### src/rtl/i2c_rx_pkg.sv
package i2c_rx_pkg;
  typedef enum logic [2:0] {
    ST_IDLE,
    ST_ADDR,
    ST_AACK,
    ST_AHOLD,
    ST_DATA,
    ST_DACK,
    ST_DHOLD
  } rx_state_t;
endpackage

### src/rtl/i2c_line_sync.sv
module i2c_line_sync #(
  parameter int STAGES = 2
) (
  input  logic clk,
  input  logic rst,
  input  logic scl_pin,
  input  logic sda_pin,
  output logic sda_bit,
  output logic scl_rise,
  output logic scl_fall,
  output logic start_det,
  output logic stop_det
);
  logic [STAGES-1:0] scl_sh, sda_sh;
  logic scl_d, sda_d, scl_s;

  always_ff @(posedge clk) begin
    if (rst) begin
      scl_sh <= '1;
      sda_sh <= '1;
      scl_d  <= 1'b1;
      sda_d  <= 1'b1;
    end else begin
      scl_sh <= {scl_sh[STAGES-2:0], scl_pin};
      sda_sh <= {sda_sh[STAGES-2:0], sda_pin};
      scl_d  <= scl_sh[STAGES-1];
      sda_d  <= sda_sh[STAGES-1];
    end
  end

  assign scl_s     = scl_sh[STAGES-1];
  assign sda_bit   = sda_sh[STAGES-1];
  assign scl_rise  = scl_s & ~scl_d;
  assign scl_fall  = ~scl_s & scl_d;
  assign start_det = scl_s & scl_d & sda_d & ~sda_bit;
  assign stop_det  = scl_s & scl_d & ~sda_d & sda_bit;
endmodule

### src/rtl/i2c_rx_fsm.sv
module i2c_rx_fsm
  import i2c_rx_pkg::*;
#(
  parameter int ADDR_W = 7,
  parameter int DATA_W = 8
) (
  input  logic              clk,
  input  logic              rst,
  input  logic              sda_bit,
  input  logic              scl_rise,
  input  logic              scl_fall,
  input  logic              start_det,
  input  logic              stop_det,
  input  logic [ADDR_W-1:0] own_addr,
  input  logic              accept,
  output logic              addr_hit,
  output logic              rw_bit,
  output logic              byte_done,
  output logic [DATA_W-1:0] byte_val,
  output logic              sda_drive
);
  localparam int CNT_W = $clog2(DATA_W);
  localparam logic [CNT_W-1:0] LAST = CNT_W'(DATA_W - 1);

  rx_state_t         state;
  logic [DATA_W-2:0] shreg;
  logic [DATA_W-1:0] full;
  logic [CNT_W-1:0]  cnt;
  logic              ack_q;
  logic              last;

  assign full      = {shreg, sda_bit};
  assign last      = (cnt == LAST);
  assign rw_bit    = full[0];
  assign byte_val  = full;
  assign addr_hit  = (state == ST_ADDR) && scl_rise && last &&
                     (full[DATA_W-1 -: ADDR_W] == own_addr);
  assign byte_done = (state == ST_DATA) && scl_rise && last;

  always_ff @(posedge clk) begin
    if (rst) begin
      state     <= ST_IDLE;
      shreg     <= '0;
      cnt       <= '0;
      ack_q     <= 1'b0;
      sda_drive <= 1'b0;
    end else if (start_det) begin
      state     <= ST_ADDR;
      cnt       <= '0;
      sda_drive <= 1'b0;
    end else if (stop_det) begin
      state     <= ST_IDLE;
      sda_drive <= 1'b0;
    end else begin
      case (state)
        ST_ADDR: if (scl_rise) begin
          shreg <= full[DATA_W-2:0];
          cnt   <= cnt + 1'b1;
          if (last) begin
            cnt   <= '0;
            state <= (addr_hit && !rw_bit) ? ST_AACK : ST_IDLE;
          end
        end
        ST_AACK: if (scl_fall) begin
          sda_drive <= 1'b1;
          state     <= ST_AHOLD;
        end
        ST_AHOLD: if (scl_fall) begin
          sda_drive <= 1'b0;
          cnt       <= '0;
          state     <= ST_DATA;
        end
        ST_DATA: if (scl_rise) begin
          shreg <= full[DATA_W-2:0];
          cnt   <= cnt + 1'b1;
          if (last) begin
            cnt   <= '0;
            ack_q <= accept;
            state <= ST_DACK;
          end
        end
        ST_DACK: if (scl_fall) begin
          sda_drive <= ack_q;
          state     <= ST_DHOLD;
        end
        ST_DHOLD: if (scl_fall) begin
          sda_drive <= 1'b0;
          cnt       <= '0;
          state     <= ST_DATA;
        end
        default: state <= ST_IDLE;
      endcase
    end
  end
endmodule

### src/rtl/i2c_slave_rx.sv
module i2c_slave_rx #(
  parameter int ADDR_W      = 7,
  parameter int DATA_W      = 8,
  parameter int SYNC_STAGES = 2
) (
  input  logic              clk,
  input  logic              rst,
  input  logic              scl_i,
  input  logic              sda_i,
  output logic              sda_oe,
  input  logic [ADDR_W-1:0] own_addr,
  input  logic              rd_strobe,
  input  logic              clr_match,
  input  logic              clr_overrun,
  input  logic              match_ie,
  input  logic              rx_ie,
  output logic [DATA_W-1:0] rx_data,
  output logic              rx_ready,
  output logic              overrun,
  output logic              addr_match,
  output logic              xfer_mode,
  output logic              irq
);
  logic              sda_bit, scl_rise, scl_fall, start_det, stop_det;
  logic              addr_hit, rw_bit, byte_done, accept;
  logic [DATA_W-1:0] byte_val;

  i2c_line_sync #(.STAGES(SYNC_STAGES)) u_sync (
    .clk(clk), .rst(rst), .scl_pin(scl_i), .sda_pin(sda_i),
    .sda_bit(sda_bit), .scl_rise(scl_rise), .scl_fall(scl_fall),
    .start_det(start_det), .stop_det(stop_det)
  );

  // buffer has room when it is empty or is being read in this cycle
  assign accept = ~overrun & (~rx_ready | rd_strobe);

  i2c_rx_fsm #(.ADDR_W(ADDR_W), .DATA_W(DATA_W)) u_fsm (
    .clk(clk), .rst(rst), .sda_bit(sda_bit), .scl_rise(scl_rise),
    .scl_fall(scl_fall), .start_det(start_det), .stop_det(stop_det),
    .own_addr(own_addr), .accept(accept), .addr_hit(addr_hit),
    .rw_bit(rw_bit), .byte_done(byte_done), .byte_val(byte_val),
    .sda_drive(sda_oe)
  );

  always_ff @(posedge clk) begin
    if (rst) begin
      rx_data    <= '0;
      rx_ready   <= 1'b0;
      overrun    <= 1'b0;
      addr_match <= 1'b0;
      xfer_mode  <= 1'b0;
      irq        <= 1'b0;
    end else begin
      if (addr_hit) begin
        addr_match <= 1'b1;
        xfer_mode  <= rw_bit;
      end else if (clr_match) begin
        addr_match <= 1'b0;
      end
      if (byte_done && accept) begin
        rx_data  <= byte_val;
        rx_ready <= 1'b1;
      end else if (rd_strobe) begin
        rx_ready <= 1'b0;
      end
      if (byte_done && !accept) overrun <= 1'b1;
      else if (clr_overrun)      overrun <= 1'b0;
      irq <= (addr_match & match_ie) | (rx_ready & rx_ie);
    end
  end
endmodule

### config.mk
export PLATFORM = sky130hd
export DESIGN_NAME = i2c_slave_rx
export DESIGN_NICKNAME = d
export VERILOG_FILES = /design/src/rtl/i2c_rx_pkg.sv /design/src/rtl/i2c_line_sync.sv /design/src/rtl/i2c_rx_fsm.sv /design/src/rtl/i2c_slave_rx.sv
export SDC_FILE = /design/constraint.sdc
export NUM_CORES = 1
export LEC_CHECK = 0
export BUFFER_PORTS_ARGS = -buffer_cell sky130_fd_sc_hd__buf_2
export CORE_MARGIN = 3
export CORE_UTILIZATION = 45
export CTS_CLUSTER_SIZE = 20
export DETAILED_ROUTE_END_ITERATION = 8
export GPL_TIMING_DRIVEN = 0
export PLACE_DENSITY = 0.67
export SLEW_MARGIN = 10
export SYNTH_ARGS = -nofsm -noshare
export SYNTH_HDL_FRONTEND = slang
export SYNTH_SLANG_ARGS = --single-unit
### constraint.sdc
create_clock -name clk -period 1.9 [get_ports clk]
set_input_delay 0.57 -clock clk [delete_from_list [all_inputs] [get_ports clk]]
set_output_delay 0.57 -clock clk [all_outputs]
set_load 0.01 [all_outputs]
# After elaboration in Yosys (flattened, before gate mapping)

Index checks and enable logic that the tools add are counted.

Input bits: 16
Memory bits (read-only): 0
Bits in latches: 0
Word-level logic and storage cells: 110
Memories: 0
Bits in registers: 34
Bits in writable memories: 0

Reductions and logical operators: 25
Div/mod/pow operators: 0
Equality and inequality tests: 23
Bitwise logic cells: 20
$add $sub $neg: 1
Multiply operators: 0
Shifts and indexed selects: 0
Magnitude comparators: 0
Muxes and demuxes: 25

Operator list:

| kind                                           | count |
|---|---|
| two-way mux 3 bit                              | 10 |
| != test 4 x 3 -> 1 bit (second input constant) | 4 |
| one-hot mux 3 bit (5 select lines)             | 1 |
| AND reduction 7 bit                            | 2 |
| == test 3 bit (second input constant)          | 4 |
| != test 2 x 1 -> 1 bit (second input constant) | 6 |
| AND reduction 4 bit                            | 3 |
| two-way mux 1 bit                              | 11 |
| AND 1 bit                                      | 10 |
| logical AND 1 bit                              | 8 |
| != test 4 bit (second input constant)          | 2 |
| inverter 1 bit                                 | 8 |
| nonzero test 2 bit                             | 4 |
| == test 7 bit                                  | 1 |
| == test 3 x 2 -> 1 bit (second input constant) | 2 |
| one-hot mux 3 bit (2 select lines)             | 1 |
| OR reduction 2 bit                             | 3 |
| AND reduction 5 bit                            | 1 |
| != test 2 bit (second input constant)          | 2 |
| != test 4 x 1 -> 1 bit (second input constant) | 1 |
| adder 3 x 1 -> 3 bit (second input constant)   | 1 |
| == test 3 x 1 -> 1 bit (second input constant) | 1 |
| one-hot mux 1 bit (3 select lines)             | 1 |
| nonzero test 3 bit                             | 1 |
| other kinds (4)                                | 6 |

# Logic depth before layout (Yosys ltp)

Gate-level depths: netlist (run 1).

Word-level depth: 12
Depth in mapped cells: 7

# Hierarchy

Synthesis (run 1) repeated with hierarchy kept, for this count alone.

Cells, all modules: 175
Area total of the unflattened synthesis: 1637.8 µm²

Modules (own cells, without submodules):

| module        | instances | cells each | area each (µm²) | seq. area each (µm²) |
|---|---|---|---|---|
| i2c_rx_fsm    | 1         | 105        | 894.6           | 300.3 |
| i2c_slave_rx  | 1         | 54         | 553.0           | 260.2 |
| i2c_line_sync | 1         | 16         | 190.2           | 120.1 |

# Least setup slack after synthesis (run 1)

OpenSTA, ideal clock, no wires.

Path kind: reg-to-reg
Start point: register u_fsm.cnt[0]
End point: register rx_data[7]
Stages on the path, launching flop included: 8
Data arrival time: 1.428 ns
Required time: 1.772 ns
Slack: 0.345 ns
Cell sequence: dfxtp_1 ha_1 ha_1 nand3b_4 nor4_2 buf_6 mux2i_1 nor2_1

Longest elaborated chain between the ends: 3

RTL lines:

| what                   | RTL line           | text |
|---|---|---|
| start, declared        | i2c_rx_fsm.sv:28   | `logic [CNT_W-1:0] cnt;` |
| start signal, assigned | i2c_rx_fsm.sv:58   | `cnt <= cnt + 1'b1;` |
| start signal, assigned | i2c_rx_fsm.sv:75   | `cnt <= cnt + 1'b1;` |
| == test 3 bit          | i2c_rx_fsm.sv:33   | `assign last = (cnt == LAST);` |
| logical AND 1 bit      | i2c_rx_fsm.sv:38   | `assign byte_done = (state == ST_DATA) && scl_rise && last;` |
| logical AND 1 bit      | i2c_slave_rx.sv:60 | `if (byte_done && accept) begin` |
| end signal, assigned   | i2c_slave_rx.sv:61 | `rx_data <= byte_val;` |
| end, declared          | i2c_slave_rx.sv:17 | `output logic [DATA_W-1:0] rx_data,` |

No other way between the ends.
A chain may end at the register's enable or synchronous reset.

# Worst setup path after layout (run 1)

Start point: register u_fsm.cnt[0]
End point: register xfer_mode

Longest elaborated chain between the ends: 3

RTL lines:

| what                            | RTL line           | text |
|---|---|---|
| == test 3 bit                   | i2c_rx_fsm.sv:33   |  |
| logical AND 1 bit (2 in series) | i2c_rx_fsm.sv:36   | `assign addr_hit = (state == ST_ADDR) && scl_rise && last &&` |
| end signal, assigned            | i2c_slave_rx.sv:56 | `xfer_mode <= rw_bit;` |
| end, declared                   | i2c_slave_rx.sv:21 | `output logic xfer_mode,` |

No other way between the ends.

==> results of run 1 <==
power by group through the flow:
| stage | combinational, mW | sequential (mW) | clock [mW] |
|---|---|---|---|
| global placement | 0.0667 | 0.739 | 0 |
| finish | 0.0691 | 0.723 | 0.430 |
| global route | 0.0759 | 0.724 | 0.469 |
| CTS | 0.0694 | 0.723 | 0.440 |
| floorplan | 0.0423 | 0.738 | 0 |
| detailed placement | 0.0689 | 0.739 | 0 |
stage by stage:
| step | setup slack [ps] | util (%) |
|---|---|---|
| final | 162.7 | 55.67 |
| after global routing | 16.34 | 55.67 |
| after CTS | 102.5 | 55.59 |
| after detailed placement | 134.9 | 53.71 |
| after global placement | 131.1 | 53.71 |
| after floorplan | 344.5 | - |
layer usage:
metal | global-route usage, % | wire length, um | vias to the layer above
met2 | 26.16 | 1483 | 27
met3 | 5.782 | 193 | 4
met1 | 20.93 | 1548 | 631
met4 | 6.853 | 51 | 0
met5 | 0 | 0 | -
li1 | - | - | 662
layout by cell type, fill, tap and decap left out, drive strengths merged, types with 4 or more instances in the layout:
cell and n:
clkbuf 10, nand2b 6, xor2 6, nand2 15, buf 35, dfxtp 34, or2 7, nand3 7
mux2i 9, inv 5, nor2 17, xnor2 4, a21oi 16
final cells by class:
| class | instances | share of cell area, % |
|---|---|---|
| plain buffers | 10 | 4.708 |
| clock buffers | 6 | 2.719 |
| clock inverters | 2 | 0.6631 |
| inverters | 5 | 0.9947 |
| multi-input cells | 124 | 44.10 |
| flip-flops and latches | 34 | 36.07 |
| well taps | 46 | 3.050 |
| repair buffers | 29 | 7.692 |
final timing paths:
check | from | endpoint | slack (ps) | cells after the start
setup / recovery | u_fsm.cnt[0] | xfer_mode | 160 | 6
setup reg to reg | u_fsm.cnt[0] | xfer_mode | 160 | 6
hold reg to reg | u_sync.scl_sh[0] | u_sync.scl_sh[1] | 420 | 1
hold / removal | sda_i | u_sync.sda_sh[0] | 410 | 2
cell usage after synthesis, types with 2 or more instances:
| library cell | count | area (um2) |
|---|---|---|
| a21oi_1 | 16 | 80.08 |
| xor2_1 | 5 | 43.79 |
| dfxtp_1 | 34 | 680.7 |
| ha_1 | 2 | 25.02 |
| o21ai_0 | 3 | 15.01 |
| nand2_1 | 14 | 52.55 |
| xnor2_1 | 4 | 35.03 |
| a211oi_1 | 3 | 22.52 |
| buf_6 | 5 | 56.30 |
| o22ai_1 | 2 | 12.51 |
| nor2_1 | 17 | 63.81 |
| nand2b_1 | 6 | 37.54 |
| or2_2 | 7 | 43.79 |
| clkbuf_1 | 3 | 11.26 |
| nor2b_1 | 3 | 18.77 |
| nor3_1 | 3 | 15.01 |
| inv_1 | 5 | 18.77 |
| mux2i_1 | 9 | 90.09 |
| nand3_1 | 7 | 35.03 |
| a22oi_1 | 2 | 15.01 |
flip-flops by register name (all words and copies together), names as in the netlist, 2 cells and up:
name           flops
rx_data            8
u_fsm.cnt          3
u_fsm.shreg        7
u_fsm.state        3
u_sync.scl_sh      2
u_sync.sda_sh      2
logic make-up after synthesis:
logic type	Yosys count	share of synthesized area, %
multiplexers	9	5.569
XOR/XNOR	10	6.574
flip-flops	34	42.07
AND/OR/NAND/NOR	70	24.67
AO/OA/AOI/OAI	32	12.30
buffers and inverters	15	6.651
adder cells (fa/ha/maj)	3	2.165
==> summary.md, run 1 <==
| Metric | Value |
|---|---|
| Global-route wire length before repair | 5513 um |
| Hold-fix buffers at CTS | 0 |
| Clock Path Buffers | 2 |
| CP max-delay cell | dfxtp_1 |
| Synth Warn # | 0 |
| Leak Pwr | 0.7857 nW |
| Via/cell ratio | 5.172 |
| Post-synth ARST share | 0% |
| Syn Nets | 191 |
| # resized after CTS | 0 |
| Non-Filler Instances | 256 |
| Crit-path max FO | 4 |
| Max-slew violations | 0 |
| Crit-path cells | ha_1 -> ha_2 -> nand3b_1 -> nor4b_1 -> nand4_1 -> mux2i_1 |
| Worst-Skew Late Latency | 340 ps |
| Fin crit period | 1737 ps |
| Clock Power Share | 35.2% |
| F_max | 0.5756 GHz |
| Clock Tree Root | clkbuf_4 |
| Area occupied by multi-input gates | 832.0 um2 |
| Pint | 0.9285 mW |
| RSZ-0062 raised after global routing | no |
| PD cells | 647.4 mW/mm2 |
| Die footprint | 0.004351 mm2 |
| CP Launch Type | register |
| Max rail drop VDD | 0.4889 mV |
| Largest delay share family, worst path | simple AND/OR/NAND/NOR gates |
| Share of layout cells above drive strength 1 | 28.57% |
| Placed cell area | 0.001821 mm2 |
| WL/cell | 12.80 um |
| Post-synthesis sequential area ratio | 42.07% |
| Port Buffers | 29 |
| Drt pass-1 iters | 4 |
| Synth-to-layout area growth | 16.63% |
| Reg power frac | 59.2% |
| Top_reg_cell synth | dfxtp_1 |
| Largest net degree at the start of global routing | 12 |
| H-tree Lvls | 2 |
| Area of the mapped netlist | 0.001618 mm2 |
| CTS clk-pin slew, worst paths | 100 ps |
| Final period utilization | 91.44% |
| Post-CTS Setup Inserts | 0 |
| Fin Hold WS | 408.7 ps |
| Worst hold path class | primary input to register |
| Diodes inserted | 0 |
| Residual DRC | 0 |
| Starting Density | 47.73% |
| Grt ovf | 0 |
| Critical Path AT | 1960 ps |
| Total CTS buffers | 5 |
| Storage cell area | 680.7 um2 |
| Gr usage total | 16.73% |
| Core Footprint | 0.003390 mm2 |
| Worst Tran Pin Value | 533.7 ps |
| Fillers | 318 |
| Slew margin rel. | 64.42% |
| Number of synthesized flops with an enable pin | 0 |
| DRT Wirelength | 3276 um |
| Routed Antenna Nets | 0 |
| Placed insts | 248 |
| Initial antenna violation count | 0 |
| Final TNS setup | 0 ps |
| Switching share of power | 23.98% |
| Buf+Inv Stages, Crit Path | 0 |
| Die extent in y | 65.96 um |
| CTS tree | done |
| Power share of the combinational group | 5.7% |
| # IOs | 30 |
| Via count | 1324 |
| Syn Inst Count | 173 |
| Endpoint class of the critical path | register |
| CP Data Required Time | 2120 ps |
| GP Congestion | 0.7853 |
| # setup viols final | 0 |
| Net Sw Power | 0.2929 mW |
| Finished Cell Area | 0.001887 mm2 |
| Violation count after the first detailed-routing iteration | 77 |
| Clk sinks | 34 |
| Rows | 21 |
| Final Skew | 12.97 ps |
| Seq cells post-synth | 34 |
| Critical path class | register to register |
| Dpl hpwl | 2409 um |
| Vias in the first global route | 1229 |
| Nets | 227 |
| Max-cap violation count | 0 |
| Synthesized area per cell | 9.351 um2 |
| Tot Pwr | 1.221 mW |
| Count of cell types in the netlist | 43 |
| Die width | 65.96 um |
| Status | finished, final reports clean |
| Slowest stage delay, CP | 370 ps |
| Final hold viol count | 0 |
Note: power is estimated with default switching activity, not from simulation.
==> run 2: changes to the inputs <==
Settings changed: CTS_BUF_LIST set to sky130_fd_sc_hd__clkbuf_8.
==> run 2 against run 1 <==
Net effect: clock power grew 30%; first-iteration DRC count shrank 6.5%; maximum frequency grew 0.79%; clock-buffer cell count is the same; critical path depth grew 1; sequential power is essentially flat; non-clock buffer count is the same; final area grew 1.7%; worst setup slack gained 14 ps; power grew 11%.
==> summary.md, run 2 (synthesis results as in run 1) <==
| Metric | Value |
|---|---|
| Status | finished, final reports clean |
| Timing endpoint of the critical path | rx_data[0] |
| Gr usage total | 16.69% (-0.036 points) |
| Slew margin rel. | 64.36% (about the same) |
| GP Congestion | 0.7853 (unchanged) |
| Most common cell after layout, fill and taps aside | dfxtp_1 |
| Grt ovf | 0 (unchanged) |
| Leak Pwr | 0.7987 nW (+1.6%) |
| Worst-Skew Late Latency | 290 ps (-50 ps) |
| Final TNS setup | 0 ps (unchanged) |
| # setup viols final | 0 (unchanged) |
| Final period utilization | 90.71% (-0.72 points) |
| Placed insts | 248 (unchanged) |
| CP Launch Point | u_fsm.cnt[0] |
| Clock Tree Root | clkbuf_8 |
| Placed cell area | 0.001821 mm2 (unchanged) |
| CP Launch Type | register |
| Storage cell area | 680.7 um2 (unchanged) |
| Critical Path AT | 1890 ps (-70 ps) |
| Synth-to-layout area growth | 18.56% |
| Diodes inserted | 0 (unchanged) |
| Routed Antenna Nets | 0 (unchanged) |
| Critical path class | register to register |
| R2R setup slack | 180 ps (about the same) |
| Crit-path cells | ha_1 -> ha_2 -> nand3b_4 -> nor4_2 -> buf_6 -> mux2i_1 -> nor2_1 |
| Fillers | 309 (-2.8%) |
| Starting Density | 47.73% (unchanged) |
| CP max-delay cell | dfxtp_1 |
| Endpoint class of the critical path | register |
| Final Skew | 4.777 ps (-8.189 ps) |
| Drt pass-1 iters | 4 (unchanged) |
| Nets | 227 (unchanged) |
| Finished Cell Area | 0.001918 mm2 (+1.7%) |
| Residual DRC | 0 (unchanged) |
| DRT Wirelength | 3296 um (+0.61%) |
| Core Footprint | 0.003390 mm2 (unchanged) |
| Rows | 21 (unchanged) |
| Max rail drop VDD | 0.4614 mV (-5.6%) |
| Port Buffers | 29 (unchanged) |
| F_max | 0.5802 GHz (+0.79%) |
| Clk sinks | 34 (unchanged) |
| Initial antenna violation count | 0 (unchanged) |
| Most frequent cells in the layout | dfxtp_1, buf_2, nor2_1 |
| Crit-path max FO | 10 (+6) |
| CTS clk-pin slew, worst paths | 70 ps (-30 ps) |
| Most flops, register | rx_data |
| Slowest stage delay, CP | 350 ps (-20 ps) |
| Die extent in y | 65.96 um (unchanged) |
| CP Data Required Time | 2060 ps (-60 ps) |
| Share of layout cells above drive strength 1 | 28.57% (unchanged) |
| Max reg flops | 8 (unchanged) |
| WL/cell | 12.88 um (+0.61%) |
| Area occupied by multi-input gates | 832.0 um2 (unchanged) |
| # IOs | 30 (unchanged) |
| Violation count after the first detailed-routing iteration | 72 (-6.5%) |
| Total CTS buffers | 5 (unchanged) |
| RSZ-0062 raised after global routing | no |
| Worst hold path class | register to register |
| CTS tree | done |
| Largest net degree at the start of global routing | 12 (unchanged) |
| Fin crit period | 1724 ps (-13.69 ps) |
| Max-cap violation count | 0 (unchanged) |
| Die footprint | 0.004351 mm2 (unchanged) |
| Die width | 65.96 um (unchanged) |
| Global-route wire length before repair | 5554 um (+0.74%) |
| Reg-to-reg critical path startpoint | u_fsm.cnt[0] |
| R2R cell count | 7 (+1) |
| Dpl hpwl | 2409 um (unchanged) |
| PD cells | 704.8 mW/mm2 (+8.9%) |
| Via/cell ratio | 5.164 (-0.15%) |
| Vias in the first global route | 1218 (-0.90%) |
| Final hold viol count | 0 (unchanged) |
| Non-Filler Instances | 256 (unchanged) |
| H-tree Lvls | 2 (unchanged) |
| Worst Tran Pin Value | 534.6 ps (+0.9457 ps) |
| Via count | 1322 (-0.15%) |
| Post-CTS Setup Inserts | 0 (unchanged) |
| Reg2reg end | rx_data[0] |
| Max-slew violations | 0 (unchanged) |
| Largest registers | rx_data: 8 flops, u_fsm.shreg: 7 flops |
| Clock Path Buffers | 2 (unchanged) |
run 2: cell counts in the layout (fill, tap and decap cells not counted):
No cell type changed its count.
run 2: worst max-delay path: cells and delay by family, from the launching register on:
| kind | cells | cell delay (ps) |
|---|---|---|
| AND/OR/NAND/NOR | 3 | 440 |
| adder cells (fa/ha/maj) | 2 | 390 |
| buffers and inverters | 1 | 210 |
| flip-flops | 1 | 350 |
| multiplexers | 1 | 210 |
run 2: worst min path at each step:
stage / startpoint / slack, ps / end / cells after the start
4_1_cts: u_sync.scl_sh[0] / 410 / u_sync.scl_sh[1] / 1
3_5_place_dp: u_sync.scl_sh[0] / 390 / u_sync.scl_sh[1] / 1
5_1_grt: u_sync.scl_sh[0] / 420 / u_sync.scl_sh[1] / 1
3_3_place_gp: u_sync.scl_sh[0] / 390 / u_sync.scl_sh[1] / 1
6_report: u_sync.scl_sh[0] / 410 / u_sync.scl_sh[1] / 1
2_1_floorplan: u_sync.scl_sh[0] / 390 / u_sync.scl_sh[1] / 1
run 2: layout make-up:
type                       count  area share [%]
multi-input combinational    124           43.38
sequential                    34           35.49
timing repair buffer          29           7.567
buffer                        10           4.631
clock buffer                   6           4.305
tap                           46           3.001
inverter                       5          0.9785
clock inverter                 2          0.6523
run 2: where the power goes:
group | total, mW | leakage [nW] | switching (mW) | internal (mW)
sequential | 0.723 | 0.275 | 0.00487 | 0.718
combinational | 0.0692 | 0.477 | 0.0364 | 0.0329
clock | 0.560 | 0.0472 | 0.269 | 0.291
run 2: routing by layer:
layer  global-route usage (%)  routed length [um]
met4                    6.091                  44
met2                    26.16                1496
met1                    21.14                1551
met3                    5.782                 204
met5                        0                   0
run 2: metrics by stage:
step / total power [mW] / worst slack (ps) / hold slack, ps / util [%]
after floorplan: 0.7800 / 344.5 / 389.5 / -
after global placement: 0.8057 / 131.1 / 391.8 / 53.71
after detailed placement: 0.8080 / 134.9 / 393.8 / 53.71
after CTS: 1.357 / 107.6 / 410.3 / 56.52
after global routing: 1.397 / 29.58 / 424.7 / 56.59
final: 1.352 / 176.4 / 409.5 / 56.59
run 2: what timing repair did:
item | 4_1_cts | 5_1_grt
hold buffers | 0 | 0
setup endpoints to repair | 0 | 7
resized for setup | 0 | 1
==> run 3: changes to the inputs <==
Settings changed: REMOVE_ABC_BUFFERS set to 1.
==> run 3 against run 2 <==
Net effect: register-to-register slack worse by 60 ps; sequential power about the same; critical path depth shrank 1; final area decreased by 0.72%; cell count shrank 2.0%; flip-flop and latch count stayed put; first-iteration DRC count decreased by 44%; combinational power is 13% lower; power is 3.7% higher; non-clock buffer count is 5 lower; maximum frequency down 3.5%; largest cell class unchanged.
==> summary.md, run 3 (synthesis results as in run 1) <==
| Metric | Value |
|---|---|
| Max reg flops | 8 (unchanged) |
| Clk sinks | 34 (unchanged) |
| Status | finished, final reports clean |
| Starting Density | 47.73% (unchanged) |
| Final TNS setup | 0 ps (unchanged) |
| Nets | 222 (-2.2%) |
| Most frequent cells in the layout | dfxtp_1, buf_2, nor2_1 |
| Pint | 1.114 mW (+6.9%) |
| Reg power frac | 51.8% (-1.7 points) |
| Leak Pwr | 0.7994 nW (about the same) |
| Setup WS pre-CTS | -258.5 ps (-393.5 ps) |
| Fillers | 307 (-0.65%) |
| Total CTS buffers | 5 (unchanged) |
| Worst-Skew Late Latency | 280 ps (about the same) |
| CTS clk-pin slew, worst paths | 60 ps (about the same) |
| Endpoint class of the critical path | register |
| Final Skew | 4.019 ps (-0.7581 ps) |
| Fin crit period | 1786 ps (+62.03 ps) |
| Via count | 1272 (-3.8%) |
| Rows | 21 (unchanged) |
| Largest net degree at the start of global routing | 32 (+20) |
| Die extent in y | 65.96 um (unchanged) |
| Final hold viol count | 0 (unchanged) |
| Die footprint | 0.004351 mm2 (unchanged) |
| WL/cell | 12.69 um (-1.5%) |
| Most flops, register | rx_data |
| PD cells | 736.2 mW/mm2 (+4.4%) |
| H-tree Lvls | 2 (unchanged) |
| Dpl hpwl | 2252 um (-6.5%) |
| Clock Path Buffers | 2 (unchanged) |
| # setup viols final | 0 (unchanged) |
| Die width | 65.96 um (unchanged) |
| Via/cell ratio | 5.068 (-1.9%) |
| Max-slew violations | 0 (unchanged) |
| Core Footprint | 0.003390 mm2 (unchanged) |
| Crit-path max FO | 4 (-6) |
| Diodes inserted | 0 (unchanged) |
| Violation count after the first detailed-routing iteration | 40 (-44%) |
| Initial antenna violation count | 0 (unchanged) |
| Routed Antenna Nets | 0 (unchanged) |
| Worst hold path class | register to register |
| Switching share of power | 20.57% (-2.4 points) |
| Power share of the combinational group | 4.3% (-0.8 points) |
| # IOs | 30 (unchanged) |
| Clock Tree Root | clkbuf_8 |
| Vias in the first global route | 1255 (+3.0%) |
| Final core occ | 56.18% (-0.41 points) |
| Max rail drop VDD | 0.5126 mV (+11%) |
| Share of layout cells above drive strength 1 | 28.78% (+0.21 points) |
| Clock Power Share | 43.9% (+2.5 points) |
| Largest registers | rx_data: 8 flops, u_fsm.shreg: 7 flops |
| CP Data Required Time | 2070 ps (about the same) |
| Critical Path AT | 1950 ps (+60 ps) |
| R2R setup slack | 110 ps (-60 ps) |
| Drt pass-1 iters | 4 (unchanged) |
| CP Launch Type | register |
| Grt ovf | 0 (unchanged) |
| Final period utilization | 93.98% (+3.3 points) |
| Slew margin rel. | 67.08% (+2.7 points) |
| Critical path class | register to register |
| Synth-to-layout area growth | 17.71% |
| Dominant cell type by count on the critical path | ha_1 |
| Crit-path cells | ha_1 -> ha_1 -> nand3b_1 -> nor4b_1 -> nand4_1 -> mux2i_1 |
| Max-cap violation count | 0 (unchanged) |
| Storage cell area | 681.9 um2 (+0.18%) |
| Worst Tran Pin Value | 493.2 ps (-41.43 ps) |
| Area occupied by multi-input gates | 840.8 um2 (+1.1%) |
| Slowest stage delay, CP | 350 ps (about the same) |
| Net Sw Power | 0.2883 mW (-7.1%) |
| CP max-delay cell | dfxtp_1 |
| F_max | 0.5600 GHz (-3.5%) |
| Global-route wire length before repair | 5492 um (-1.1%) |
| DRT Wirelength | 3184 um (-3.4%) |
| Port Buffers | 29 (unchanged) |
| GP Congestion | 0.8268 (+5.3%) |
| PnR worst setup slack | 114.4 ps (-62.03 ps) |
| Gr usage total | 16.54% (-0.15 points) |
| CTS tree | done |
| RSZ-0062 raised after global routing | no |
| Hold-fix buffers at CTS | 0 (unchanged) |
| Residual DRC | 0 (unchanged) |
| Most common cell after layout, fill and taps aside | dfxtp_1 |
## run 3: layout make-up
type	instances	area share, %
Multi-Input combinational cell	124	44.15
Clock buffer	8	5.782
Timing Repair Buffer	34	10.25
Sequential cell	34	35.81
Tap cell	46	3.022
Inverter	5	0.9855
## run 3: worst paths after layout
check,from,endpoint,cells past startpoint
max reg2reg,u_fsm.cnt[0],xfer_mode,6
min reg2reg,u_sync.scl_sh[0],u_sync.scl_sh[1],1
min,u_sync.scl_sh[0],u_sync.scl_sh[1],1
max,u_fsm.cnt[0],xfer_mode,6
## run 3: through the flow
stage	std cells	total power [mW]	instance area, um2	hold slack, ps
6_report	251	1.402	1904	408.4
3_5_place_dp	238	0.8003	1740	397.7
3_3_place_gp	238	0.7980	1732	391.7
2_1_floorplan	163	0.7689	1529	389.5
4_1_cts	251	1.418	1902	413.1
5_1_grt	251	1.464	1904	421.8
## run 3: critical path, delay by kind of cell, from the launching register on
kind / cells / cell delay (ps)
adders and majority gates: 2 / 420
and+or+nand+nor: 3 / 720
muxes: 1 / 170
DFF: 1 / 350
## run 3: what timing repair did
item,in CTS,in global routing
gates resized for setup,1,1
buffers inserted,5,0
pin swaps,1,0
setup endpoints to repair,11,5
## run 3: power by group through the flow
stage | Sequential (mW) | Clock [mW] | Combinational (mW)
floorplan | 0.740 | 0 | 0.0287
global placement | 0.742 | 0 | 0.0562
detailed placement | 0.742 | 0 | 0.0580
CTS | 0.726 | 0.632 | 0.0608
global route | 0.727 | 0.670 | 0.0674
finish | 0.726 | 0.616 | 0.0602
## run 3: per-layer routing
metal / vias to the layer above / wire length, um / track usage, %
li1: 649 / - / -
met1: 591 / 1411 / 19.73
met2: 27 / 1581 / 27.53
met3: 5 / 137 / 4.932
met4: 0 / 54 / 6.853
met5: - / 0 / 0
